===== src/rtl/pmu_ctl_pkg.sv =====
package pmu_ctl_pkg;
   localparam int MASK_W  = 32;
   localparam int CYC_IDX = 31;
   localparam int IDX_W   = 5;

   typedef enum logic [2:0] {
      A_CTRL    = 3'd0,
      A_EN_SET  = 3'd1,
      A_EN_CLR  = 3'd2,
      A_OVF_SET = 3'd3,
      A_OVF_CLR = 3'd4,
      A_IE_SET  = 3'd5,
      A_IE_CLR  = 3'd6,
      A_SPARE   = 3'd7
   } reg_addr_e;

   localparam int B_EN       = 0;
   localparam int B_EVT_RST  = 1;
   localparam int B_CYC_RST  = 2;
   localparam int B_LONG_EVT = 3;
   localparam int B_LONG_CYC = 4;
   localparam int N_LSB      = 8;
   localparam int N_W        = 5;

   function automatic logic [MASK_W-1:0] legal_mask(input int n);
      logic [MASK_W-1:0] m;
      m = '0;
      for (int i = 0; i < CYC_IDX; i++) begin
         if (i < n) m[i] = 1'b1;
      end
      m[CYC_IDX] = 1'b1;
      return m;
   endfunction
endpackage


===== src/rtl/pmu_mask_reg.sv =====
module pmu_mask_reg
   import pmu_ctl_pkg::*;
#(
   parameter int                W     = MASK_W,
   parameter logic [W-1:0]      LEGAL = '1
) (
   input  logic         clk,
   input  logic         rst_n,
   input  logic         set_we,
   input  logic         clr_we,
   input  logic [W-1:0] wdata,
   input  logic [W-1:0] hw_set,
   output logic [W-1:0] q
);
   logic [W-1:0] set_bits, clr_bits, q_nxt;

   always_comb begin
      set_bits = set_we ? wdata : '0;
      clr_bits = clr_we ? wdata : '0;
      // hardware reports win over a software clear in the same cycle
      q_nxt    = ((q & ~clr_bits) | set_bits | hw_set) & LEGAL;
   end

   always_ff @(posedge clk) begin
      if (!rst_n) q <= '0;
      else        q <= q_nxt;
   end

   AST_W1S_SETS: assert property (@(posedge clk) disable iff (!rst_n)
      set_we |=> ((q & $past(wdata & LEGAL)) == $past(wdata & LEGAL)));
   AST_W1C_CLEARS: assert property (@(posedge clk) disable iff (!rst_n)
      (clr_we && hw_set == '0) |=> ((q & $past(wdata)) == '0));
   AST_HW_WINS: assert property (@(posedge clk) disable iff (!rst_n)
      (hw_set != '0) |=> ((q & $past(hw_set & LEGAL)) == $past(hw_set & LEGAL)));
endmodule


===== src/rtl/pmu_ctrl_reg.sv =====
module pmu_ctrl_reg
   import pmu_ctl_pkg::*;
#(
   parameter int NUM_EVT = 6
) (
   input  logic              clk,
   input  logic              rst_n,
   input  logic              we,
   input  logic [4:0]        wdata,
   output logic [MASK_W-1:0] rd_word,
   output logic              glob_en,
   output logic              long_evt,
   output logic              long_cyc,
   output logic              evt_rst_p,
   output logic              cyc_rst_p
);
   localparam logic [N_W-1:0] N_FIELD = N_W'(NUM_EVT);

   always_ff @(posedge clk) begin
      if (!rst_n) begin
         glob_en   <= 1'b0;
         long_evt  <= 1'b0;
         long_cyc  <= 1'b0;
         evt_rst_p <= 1'b0;
         cyc_rst_p <= 1'b0;
      end else begin
         evt_rst_p <= we & wdata[B_EVT_RST];
         cyc_rst_p <= we & wdata[B_CYC_RST];
         if (we) begin
            glob_en  <= wdata[B_EN];
            long_evt <= wdata[B_LONG_EVT];
            long_cyc <= wdata[B_LONG_CYC];
         end
      end
   end

   always_comb begin
      rd_word                     = '0;
      rd_word[B_EN]               = glob_en;
      rd_word[B_LONG_EVT]         = long_evt;
      rd_word[B_LONG_CYC]         = long_cyc;
      rd_word[N_LSB +: N_W]       = N_FIELD;
   end

   AST_EVT_PULSE_SRC: assert property (@(posedge clk) disable iff (!rst_n)
      evt_rst_p |-> $past(we && wdata[B_EVT_RST]));
   AST_CYC_PULSE_SRC: assert property (@(posedge clk) disable iff (!rst_n)
      cyc_rst_p |-> $past(we && wdata[B_CYC_RST]));
   AST_LONG_HOLD: assert property (@(posedge clk) disable iff (!rst_n)
      !we |=> ($stable(long_evt) && $stable(long_cyc)));
endmodule


===== src/rtl/pmu_idx_chk.sv =====
module pmu_idx_chk
   import pmu_ctl_pkg::*;
#(
   parameter int NUM_EVT = 6
) (
   input  logic             clk,
   input  logic             rst_n,
   input  logic             req,
   input  logic [IDX_W-1:0] idx,
   output logic             err
);
   localparam logic [IDX_W-1:0] CYC_L = IDX_W'(CYC_IDX);
   logic bad;

   generate
      if (NUM_EVT == 0) begin : g_cyc_only
         assign bad = (idx != CYC_L);
      end else begin : g_range
         localparam logic [IDX_W-1:0] N_L = IDX_W'(NUM_EVT);
         assign bad = (idx >= N_L) && (idx != CYC_L);
      end
   endgenerate

   always_ff @(posedge clk) begin
      if (!rst_n) err <= 1'b0;
      else        err <= req & bad;
   end

   AST_ERR_NEEDS_REQ: assert property (@(posedge clk) disable iff (!rst_n)
      err |-> $past(req));
   AST_CYC_IDX_OK: assert property (@(posedge clk) disable iff (!rst_n)
      (req && idx == CYC_L) |=> !err);
endmodule


===== src/rtl/pmu_ctl_top.sv =====
module pmu_ctl_top
   import pmu_ctl_pkg::*;
#(
   parameter int NUM_EVT = 6
) (
   input  logic        clk,
   input  logic        rst_n,
   input  logic        reg_we,
   input  logic        reg_re,
   input  logic [2:0]  reg_addr,
   input  logic [31:0] reg_wdata,
   output logic [31:0] reg_rdata,
   input  logic [31:0] hw_ovf,
   input  logic        acc_req,
   input  logic [4:0]  acc_idx,
   output logic        acc_err,
   output logic [31:0] cnt_active,
   output logic        evt_long,
   output logic        cyc_long,
   output logic        evt_reset,
   output logic        cyc_reset,
   output logic        ovf_irq
);
   localparam logic [MASK_W-1:0] LEGAL = legal_mask(NUM_EVT);

   generate
      if (NUM_EVT < 0 || NUM_EVT > CYC_IDX) begin : g_bad_cfg
         $error("NUM_EVT must lie in 0..31");
      end
   endgenerate

   logic              glob_en;
   logic [MASK_W-1:0] ctrl_word, en_q, ovf_q, ie_q, rd_nxt, pend;

   pmu_ctrl_reg #(.NUM_EVT(NUM_EVT)) u_ctrl (
      .clk       (clk),
      .rst_n     (rst_n),
      .we        (reg_we && reg_addr == A_CTRL),
      .wdata     (reg_wdata[4:0]),
      .rd_word   (ctrl_word),
      .glob_en   (glob_en),
      .long_evt  (evt_long),
      .long_cyc  (cyc_long),
      .evt_rst_p (evt_reset),
      .cyc_rst_p (cyc_reset)
   );

   pmu_mask_reg #(.W(MASK_W), .LEGAL(LEGAL)) u_en (
      .clk(clk), .rst_n(rst_n),
      .set_we(reg_we && reg_addr == A_EN_SET),
      .clr_we(reg_we && reg_addr == A_EN_CLR),
      .wdata(reg_wdata), .hw_set('0), .q(en_q)
   );

   pmu_mask_reg #(.W(MASK_W), .LEGAL(LEGAL)) u_ovf (
      .clk(clk), .rst_n(rst_n),
      .set_we(reg_we && reg_addr == A_OVF_SET),
      .clr_we(reg_we && reg_addr == A_OVF_CLR),
      .wdata(reg_wdata), .hw_set(hw_ovf), .q(ovf_q)
   );

   pmu_mask_reg #(.W(MASK_W), .LEGAL(LEGAL)) u_ie (
      .clk(clk), .rst_n(rst_n),
      .set_we(reg_we && reg_addr == A_IE_SET),
      .clr_we(reg_we && reg_addr == A_IE_CLR),
      .wdata(reg_wdata), .hw_set('0), .q(ie_q)
   );

   pmu_idx_chk #(.NUM_EVT(NUM_EVT)) u_idx (
      .clk(clk), .rst_n(rst_n), .req(acc_req), .idx(acc_idx), .err(acc_err)
   );

   always_comb begin
      cnt_active = glob_en ? en_q : '0;
      pend       = glob_en ? (ovf_q & en_q & ie_q) : '0;
      ovf_irq    = |pend;
   end

   always_comb begin
      unique case (reg_addr)
         A_CTRL:               rd_nxt = ctrl_word;
         A_EN_SET,  A_EN_CLR:  rd_nxt = en_q;
         A_OVF_SET, A_OVF_CLR: rd_nxt = ovf_q;
         A_IE_SET,  A_IE_CLR:  rd_nxt = ie_q;
         default:              rd_nxt = '0;
      endcase
   end

   always_ff @(posedge clk) begin
      if (!rst_n)      reg_rdata <= '0;
      else if (reg_re) reg_rdata <= rd_nxt;
   end

   AST_IRQ_NEEDS_EN: assert property (@(posedge clk) disable iff (!rst_n)
      ovf_irq |-> glob_en);
   AST_IRQ_NEEDS_IE: assert property (@(posedge clk) disable iff (!rst_n)
      ovf_irq |-> ((ie_q & ovf_q) != '0));
   AST_ACTIVE_GATED: assert property (@(posedge clk) disable iff (!rst_n)
      (cnt_active != '0) |-> glob_en);
   AST_RESET_BITS_RAZ: assert property (@(posedge clk) disable iff (!rst_n)
      (reg_re && reg_addr == A_CTRL) |=> (reg_rdata[2:1] == 2'b00));
   AST_N_FIELD_RO: assert property (@(posedge clk) disable iff (!rst_n)
      (reg_re && reg_addr == A_CTRL) |=> (reg_rdata[12:8] == 5'(NUM_EVT)));
endmodule


===== config.mk =====
export PLATFORM = sky130hd
export DESIGN_NAME = pmu_ctl_top
export DESIGN_NICKNAME = d
export VERILOG_FILES = /design/src/rtl/pmu_ctl_pkg.sv /design/src/rtl/pmu_mask_reg.sv /design/src/rtl/pmu_ctrl_reg.sv /design/src/rtl/pmu_idx_chk.sv /design/src/rtl/pmu_ctl_top.sv
export SDC_FILE = /design/constraint.sdc
export NUM_CORES = 1
export LEC_CHECK = 0
export BUFFER_PORTS_ARGS = -buffer_cell sky130_fd_sc_hd__buf_2
export CORE_ASPECT_RATIO = 1.2
export CORE_MARGIN = 5
export CORE_UTILIZATION = 39
export DETAILED_ROUTE_END_ITERATION = 8
export GPL_ROUTABILITY_DRIVEN = 1
export GPL_TIMING_DRIVEN = 0
export PLACE_DENSITY = 0.83
export REMOVE_ABC_BUFFERS = 1
export SLEW_MARGIN = 20
export SYNTH_ARGS = -nofsm -noshare
export SYNTH_HDL_FRONTEND = slang
export SYNTH_SLANG_ARGS = --single-unit

===== constraint.sdc =====
create_clock -name clk -period 1.02 [get_ports clk]
set_input_delay 0.051 -clock clk [delete_from_list [all_inputs] [get_ports clk]]
set_output_delay 0.051 -clock clk [all_outputs]
set_load 0.01 [all_outputs]

; ---- Word-level counts from Yosys, hierarchy flattened
; Cells that the tools add are included.
[word_totals]
ff_bits = 134
latch_bits = 0
mem_bits_rw = 0
romBits = 0
input_bits = 77
elab_cells = 58
mem_count = 0
[classes]
add_sub_neg = 0
mul = 0
div = 0
n_lt_le_gt_ge = 1
eq_ne = 7
n_shift = 0
n_mux = 9
n_bitwise = 15
reduce_logical = 13
[ops]
columns = operator, count
row1 = 2-to-1 mux 32 bit, 8
row2 = bitwise AND 32 bit, 5
row3 = OR 32 bit, 4
row4 = case mux 32 bit (4 select lines), 1
row5 = inverter 32 bit, 3
row6 = OR reduction 32 bit, 1
row7 = "equality test 3 bit, second input constant", 3
row8 = logical AND 1 bit, 8
row9 = "equality test 3 x 2 -> 1 bit, second input constant", 2
row10 = OR reduction 2 bit, 3
row11 = ">= comparator 5 x 3 -> 1 bit, second input constant", 1
row12 = "!= test 5 bit, second input constant", 1
row13 = bitwise AND 1 bit, 3
row14 = "equality test 3 x 1 -> 1 bit, second input constant", 1
row15 = logical NOT 3 bit, 1

; ---- Depth between registers and ports, before layout
; Gate-level depths: netlist of run 1.
[logic_depth]
depth_word = 7
mapped_depth = 6

; ---- Modules after synthesis
; From an unflattened synthesis of run 1, not the netlist that was laid out.
[hier_totals]
cells_unflattened = 531
area_unflattened_um2 = 4703.3
[by_module_without_submodules]
columns = mod, instances, cells_each, area_each_um2
row1 = pmu_ctl_top, 1, 317, 2690.1
row2 = pmu_mask_reg, 3, 54, 515.5
row3 = pmu_ctrl_reg, 1, 47, 411.6
row4 = pmu_idx_chk, 1, 5, 55.1

; ---- Worst setup path before layout of run 1
; No wires, ideal clock.
[synth_timing]
kind = register -> output
start = register u_ctrl.glob_en
end = output port ovf_irq
arrival_ns = 0.988
t_required_ns = 0.969
setup_slack_ns = -0.019
path_stages_with_launch = 5
n_path_buf = 0
path_cell_list = dfxtp_1 -> and2_1 -> nand3_1 -> nand2_1 -> a311o_1
[synth_between]
elab_chain_cells = 2
[synth_rtl]
columns = element, line
row1 = start: declaration, pmu_ctrl_reg.sv:11  ; output logic glob_en,
row2 = start signal: assignment, pmu_ctrl_reg.sv:30  ; glob_en <= wdata[B_EN];
row3 = 2-to-1 mux 32 bit, pmu_ctl_top.sv:75  ; pend = glob_en ? (ovf_q & en_q & ie_q) : '0;
row4 = OR reduction 32 bit, pmu_ctl_top.sv:76  ; ovf_irq = |pend;
row5 = end: declaration, pmu_ctl_top.sv:22  ; output logic ovf_irq
; No other way between the ends.

; ---- Worst setup path after layout of run 1
; Same ends and word-level chain as after synthesis.

==> results of run 1 <==
Yosys cell counts (all sizes together):
| master | count |
|---|---|
| a211oi | 1 |
| a21oi | 11 |
| a221oi | 10 |
| a22o | 3 |
| a22oi | 14 |
| a311o | 1 |
| a31oi | 2 |
| and2 | 7 |
| and2b | 1 |
| and3 | 4 |
| and4b | 1 |
| and4bb | 1 |
| buf | 57 |
| clkbuf | 3 |
| conb | 1 |
| dfxtp | 35 |
| inv | 1 |
| mux2 | 7 |
| mux2i | 7 |
| nand2 | 25 |
| nand2b | 5 |
| nand3 | 10 |
| nand4 | 1 |
| nor2 | 7 |
| nor2b | 30 |
| nor3 | 1 |
| nor4 | 1 |
| nor4bb | 1 |
| o21ai | 10 |
| xnor2 | 1 |
registers in the layout, summed over array words and instances (netlist names):
register and count:
u_ctrl.long_cyc 1, u_ctrl.cyc_rst_p 1, u_ie.q 7, u_ctrl.long_evt 1
u_ctrl.glob_en 1, reg_rdata 8, u_ovf.q 7, u_en.q 7
u_ctrl.evt_rst_p 1, u_idx.err 1
power by group through the flow:
stage	clock [uW]	sequential [uW]	combinational (uW)
3_5_place_dp	0	1490	456
2_1_floorplan	0	1480	271
6_report	990	1460	517
3_3_place_gp	0	1490	442
4_1_cts	1010	1460	492
5_1_grt	1060	1470	568
final cells by class:
| cell class | instances | share of cell area |
|---|---|---|
| Multi-Input combinational cell | 210 | 0.512 |
| Sequential cell | 35 | 0.263 |
| Timing Repair Buffer | 63 | 0.156 |
| Tap cell | 80 | 0.0369 |
| Clock buffer | 5 | 0.0253 |
| Clock inverter | 3 | 0.00553 |
| Inverter | 1 | 0.00138 |
logic make-up (layout without fill, tap and decap cells):
kind of cell           after synthesis  after routing
multiplexers                        14             14
AO/OA/AOI/OAI                       52             52
AND/OR/NAND/NOR                     95             95
flip-flops                          35             35
other                                1             48
buffers and inverters               61             72
XOR/XNOR                             1              1
layout by cell type (no fill, tap or decap), drive strengths merged, types with 2 or more instances in the layout:
cell type	netlist	routed
mux2	7	7
and3	4	4
nor2b	30	30
dlygate4sd3	0	7
a21oi	11	11
a22oi	14	14
nor2	7	7
nand2	25	25
mux2i	7	7
nand2b	5	5
and2	7	7
o21ai	10	10
clkbuf	3	7
a22o	3	3
a31oi	2	2
clkinv	0	3
a221oi	10	10
conb	1	48
nand3	10	10
buf	57	54
dfxtp	35	35
what timing repair did:
item,4_1_cts,5_1_grt
hold buffers,7,0
gates cloned,0,0
hold endpoints to repair,7,0
gates resized for setup,17,27
pin swaps,2,8
buffers inserted,2,6
setup endpoints to repair,25,34
layer usage:
layer	vias up	GRT usage	wire length (um)
li1	927	-	-
met5	-	0	0
met1	906	0.159	2130
met3	9	0.0405	489
met4	0	0.0673	104
met2	84	0.264	2760
worst paths after layout:
kind / start / endpoint / slack, ns / cells after the start
worst min-delay path: hw_ovf[2] / u_ovf.q[2] / 0.004 / 3
worst max register to register: u_ctrl.glob_en / reg_rdata[0] / -0.18 / 5
worst max-delay path: u_ctrl.glob_en / ovf_irq / -0.53 / 5
worst min register to register: reg_rdata[1] / reg_rdata[1] / 0.49 / 2
stage by stage:
stage | area (um^2) | instances | setup WS (ns) | total power (uW)
2_1_floorplan | 2010 | 246 | -0.132 | 1760
3_3_place_gp | 2350 | 374 | -0.914 | 1930
3_5_place_dp | 2350 | 374 | -0.619 | 1940
4_1_cts | 2580 | 391 | -0.520 | 2960
5_1_grt | 2720 | 397 | -0.588 | 3100
6_report | 2720 | 397 | -0.534 | 2970
worst max-delay path, delay by kind of cell (launching register included):
family | cells | cell delay, ns
compound gates | 1 | 0.34
flops | 1 | 0.39
simple gates | 3 | 0.33
buf+inv | 1 | 0.14
==> implementation parameters, run 1 <==
Parameter                              Value

Synth
  Xor and xnor area share after synthesis    0.00386
  Portion of netlist area occupied by mux cells    0.0673
  Synthesized-area fraction occupied by adder cells    0
  Compound-cell area share of the yosys netlist    0.178
  Post-Syn Instances    259
  Count of unique library cells instantiated by Yosys    40
  Total number of yosys warnings    0
  Top cells by area in the synthesized netlist    sky130_fd_sc_hd__dfxtp_1, sky130_fd_sc_hd__buf_4, sky130_fd_sc_hd__nor2b_1
  Share of the yosys chip area belonging to registers    0.309
  Largest area contributor in the synthesized netlist    sky130_fd_sc_hd__dfxtp_1
  Post-Syn Area    2270 um^2
  Dominant combinational cell family by area after synthesis    simple AND/OR/NAND/NOR gates
  Area share of the largest cell type after synthesis    0.309
  Syn avg cell area    8.75 um^2
  Synthesized-area fraction occupied by and/or/nand/nor cells    0.246
  Register bit total from synthesis    35

Global route
  Initial antenna violation count    0
  Grt total ovfl    0
  First-pass GRT wire length    8580 um
  Overall Global Routing Usage    0.148
  Largest net degree at the start of global routing    37
  Number of global-route vias before repair    1877

Power and ir drop
  Share of total power in combinational logic    0.174
  Switching Power    879 uW
  Net switching fraction of the power    0.296
  Sequential share of power    0.492
  Internal power of the cells    2090 uW
  Max rail drop VDD    0.635 mV
  Power share of the clock group    0.334
  Power per unit of standard cell area    1090 nW/um^2
  Leakage power figure    0.00116 uW

Clock network
  Total clock buffers created by CTS    5
  Clock Latency Late Sink    0.30 ns
  Max clock buf depth    2
  Clk sink count    35
  Number of H-tree levels    2
  Clock transition at the registers of the reported paths    0.08 ns
  TritonCTS clock tree    yes
  Root Driver    sky130_fd_sc_hd__clkbuf_8

Placement
  Final Wtd Congestion    0.866
  Port-buffer cells    48
  Detailed placer's ending HPWL    3940 um

Worst hold path
  Class of the tightest hold or removal check    in -> reg

Worst setup path
  Maximum net fanout on the critical path    6
  Kind of end point of the critical path    output pin
  Highest-delay cell along the critical path    sky130_fd_sc_hd__dfxtp_4
  Cells traversed along the worst timing path    and2_4 > nand3_2 > nand4_1 > a311o_1 > buf_2
  Critical path's largest stage delay    0.39 ns
  Arr. time, crit path    1.50 ns
  Path type of the worst setup path    reg -> out
  Worst path required time    0.97 ns
  Crit start category    register

Route
  Average routed wire per standard cell    13.8 um
  Average via count per standard cell    4.85
  Number of design rule violations left after detail routing    0
  DRT antenna net count    0
  First-pass detailed-route iteration total    4
  Total number of vias    1926
  Wire length reported by the detailed router    5490 um
  Initial DRC Count    124

STA
  Worst slew margin relative to its limit    0.663
  Worst setup skew after layout    0.00919 ns
  Slew at the pin with the worst max-slew slack    0.506 ns
  Final WS setup    -0.534 ns
  Minimum period implied by the final worst setup slack    1.55 ns
  Total Negative Setup Slacks    -1.39 ns
  RSZ-0062 raised after global routing    true
  Top achievable clock speed    643 MHz
  Count of final max-slew check failures    0
  Final critical-path share of the clock period    1.52
  Count of final setup violators    11
  Final Hold Fails    0
  Worst hold slack across all endpoints    0.00446 ns

Floorplanning
  Starting density of the core    0.400
  Rows    30
  Die boundary width    79.6 um
  Area of the die    7440 um^2
  IO Count    147
  Placeable core area    5670 um^2
  Height of the die    93.5 um

Outcome
  Violated checks    negative setup slack
  Status    finished, violations left

Final layout
  Proportion of layout cells with a drive suffix above 1    0.344
  ANT cells    0
  Sequential cell area    713 um^2
  Util after Layout    0.479
  Area growth, synth to finish    19.8%
  Post-layout nets    393
  Footprint of the multi-input gates    1390 um^2
  FILL cells    551

Run
  Maxcap violations    0
Power figures use the tool's default switching activity.
==> run 2: changes to the inputs <==
--- a/config.mk
+++ b/config.mk
@@ -12,7 +12,7 @@
 export DETAILED_ROUTE_END_ITERATION = 8
 export GPL_ROUTABILITY_DRIVEN = 1
 export GPL_TIMING_DRIVEN = 0
-export PLACE_DENSITY = 0.83
+export PLACE_DENSITY = 0.77
 export REMOVE_ABC_BUFFERS = 1
 export SLEW_MARGIN = 20
 export SYNTH_ARGS = -nofsm -noshare
==> run 2 against run 1 <==
  * The run still ends with negative setup slack left
  * Sequential cell count stayed put
  * Register-to-register slack improved by 0.13 ns
  * Utilization grew 0.066 points
  * Critical path depth increased by 1
  * Routed wire length up 0.62%
  * Setup slack lost 0.011 ns
  * Global-route usage down 0.35 points
  * Largest cell class unchanged
  * Largest power group unchanged
  * Highest routed layer unchanged
==> implementation parameters, run 2 (synthesis gave the netlist of run 1 again) <==
Parameter                              Value

Outcome
  Status    finished, violations left
  Violated checks    negative setup slack

Route
  Number of design rule violations left after detail routing    0
  Total number of vias    1904
  Average via count per standard cell    4.80
  First-pass detailed-route iteration total    4
  Average routed wire per standard cell    13.9 um
  Wire length reported by the detailed router    5520 um
  DRT antenna net count    0
  Initial DRC Count    113

Floorplanning
  Placeable core area    5670 um^2
  Area of the die    7440 um^2
  IO Count    147
  Die boundary width    79.6 um
  Rows    30
  Starting density of the core    0.400
  Height of the die    93.5 um

Clock network
  Clock transition at the registers of the reported paths    0.07 ns
  Total clock buffers created by CTS    5
  Clk sink count    35
  Max clock buf depth    2
  Root Driver    sky130_fd_sc_hd__clkbuf_8
  Clock Latency Late Sink    0.29 ns
  Number of H-tree levels    2
  TritonCTS clock tree    yes

STA
  Worst setup skew after layout    0.00650 ns
  RSZ-0062 raised after global routing    true
  Worst hold slack across all endpoints    0.00124 ns
  Final WS setup    -0.545 ns
  Slew at the pin with the worst max-slew slack    0.502 ns
  Top achievable clock speed    639 MHz
  Final Hold Fails    0
  Final critical-path share of the clock period    1.53
  Minimum period implied by the final worst setup slack    1.57 ns
  Count of final max-slew check failures    0
  Count of final setup violators    10
  Worst slew margin relative to its limit    0.665

Worst setup path
  Cells traversed along the worst timing path    buf_6 > and2_4 > nand3_2 > nand2_1 > a311o_1 > buf_2
  Path type of the worst setup path    reg -> out
  Source of the worst register-to-register timing path    u_ovf.q[4]
  Maximum net fanout on the critical path    6
  Highest-delay cell along the critical path    sky130_fd_sc_hd__dfxtp_4
  Terminus of the critical flop-to-flop path    reg_rdata[4]
  Flop-to-flop setup slack    -0.05 ns
  Worst path required time    0.97 ns
  Worst Reg-to-Reg Cells    3
  Arr. time, crit path    1.51 ns
  Critical path's largest stage delay    0.38 ns
  Kind of end point of the critical path    output pin
  Crit start category    register

Final layout
  Util after Layout    0.480
  Proportion of layout cells with a drive suffix above 1    0.347
  Leading cell type in the layout, fill and taps excluded    sky130_fd_sc_hd__conb_1
  Footprint of the multi-input gates    1380 um^2
  ANT cells    0
  Largest register FFs    8
  Post-layout nets    393
  Sequential cell area    714 um^2
  Commonest cells after routing, fill and taps aside    sky130_fd_sc_hd__conb_1, sky130_fd_sc_hd__buf_2, sky130_fd_sc_hd__dfxtp_1
  Area growth, synth to finish    19.9%
  Cell area after layout    2720 um^2
  FILL cells    544
  Top register by number of flip-flops    reg_rdata

Placement
  Final Wtd Congestion    0.849
  Port-buffer cells    48
  Detailed placer's ending HPWL    3890 um
  DP Area    2350 um^2

Global route
  Met2 layer usage reported by global route    0.241
  First-pass GRT wire length    8390 um
  Global routing usage on met3    0.0385
  Number of global-route vias before repair    1730
  Initial antenna violation count    0
  Met1 capacity usage during global routing    0.170
  Overall Global Routing Usage    0.144
  Highest-utilization routing layer at the global route stage    met2
  Largest net degree at the start of global routing    37
  Grt total ovfl    0

Worst hold path
  Class of the tightest hold or removal check    in -> reg
  Hold Path End    u_ovf.q[0]
  Hold Path Origin    hw_ovf[0]
  Hold Crit Depth    3

Power and ir drop
  Leakage power figure    0.00116 uW
  Power per unit of standard cell area    1140 nW/um^2
  Max rail drop VDD    0.679 mV

Run
  Maxcap violations    0
-- run 2: cell count changes in the layout (fill, tap and decap cells not counted), sizes merged --
| cell | before | now |
|---|---|---|
| dlygate4sd3 | 7 | 4 |
| clkinv | 3 | 0 |
| buf | 54 | 56 |
| clkbuf | 7 | 11 |
-- run 2: final cells by class --
cell class / count / area share
multi-input combinational: 210 / 0.507
sequential: 35 / 0.263
timing repair buffer: 63 / 0.156
clock buffer: 8 / 0.0368
tap: 80 / 0.0368
inverter: 1 / 0.00138
-- run 2: worst max-delay path by stage --
stage	startpoint	to
3_5_place_dp	reg_addr[1]	u_en.q[31]
5_1_grt	u_ctrl.glob_en	ovf_irq
2_1_floorplan	reg_we	u_en.q[31]
3_3_place_gp	reg_addr[1]	u_en.q[31]
4_1_cts	u_ctrl.glob_en	ovf_irq
6_report	u_ctrl.glob_en	ovf_irq
-- run 2: routing by layer --
layer	vias to the layer above	part of all wire
li1	925	-
met1	899	0.40
met2	71	0.51
met3	9	0.068
met4	0	0.021
met5	-	0
-- run 2: timing repair --
item / 4_1_cts / 5_1_grt
buffers inserted: 8 / 4
pin swaps: 3 / 8
gates resized for setup: 30 / 11
hold endpoints to repair: 4 / 0
hold buffers: 4 / 0
endpoints found under the setup margin: 25 / 31
-- run 2: critical path, delay by kind of cell, from the launching register on --
kind | cells | cell delay [ns]
flops | 1 | 0.38
compound gates | 1 | 0.32
buf+inv | 2 | 0.27
simple gates | 3 | 0.25
-- run 2: where the power goes --
part | switching [uW] | internal [uW] | total (uW) | leakage (uW)
Sequential | 45.7 | 1410 | 1460 | 0.000288
Clock | 502 | 616 | 1120 | 0.0000515
Combinational | 309 | 205 | 514 | 0.000824
Total | 856 | 2230 | 3090 | 0.00116
-- run 2: metrics by stage --
stage                     instances  power, uW  TNS, ns  worst slack [ns]
after floorplan                 246       1760   -0.682            -0.132
after CTS                       394       3080    -1.14            -0.532
after global placement          374       1930   -12.38            -0.957
final                           397       3090    -1.29            -0.545
after global routing            397       3230    -1.69            -0.593
after detailed placement        374       1950   -11.11            -0.662
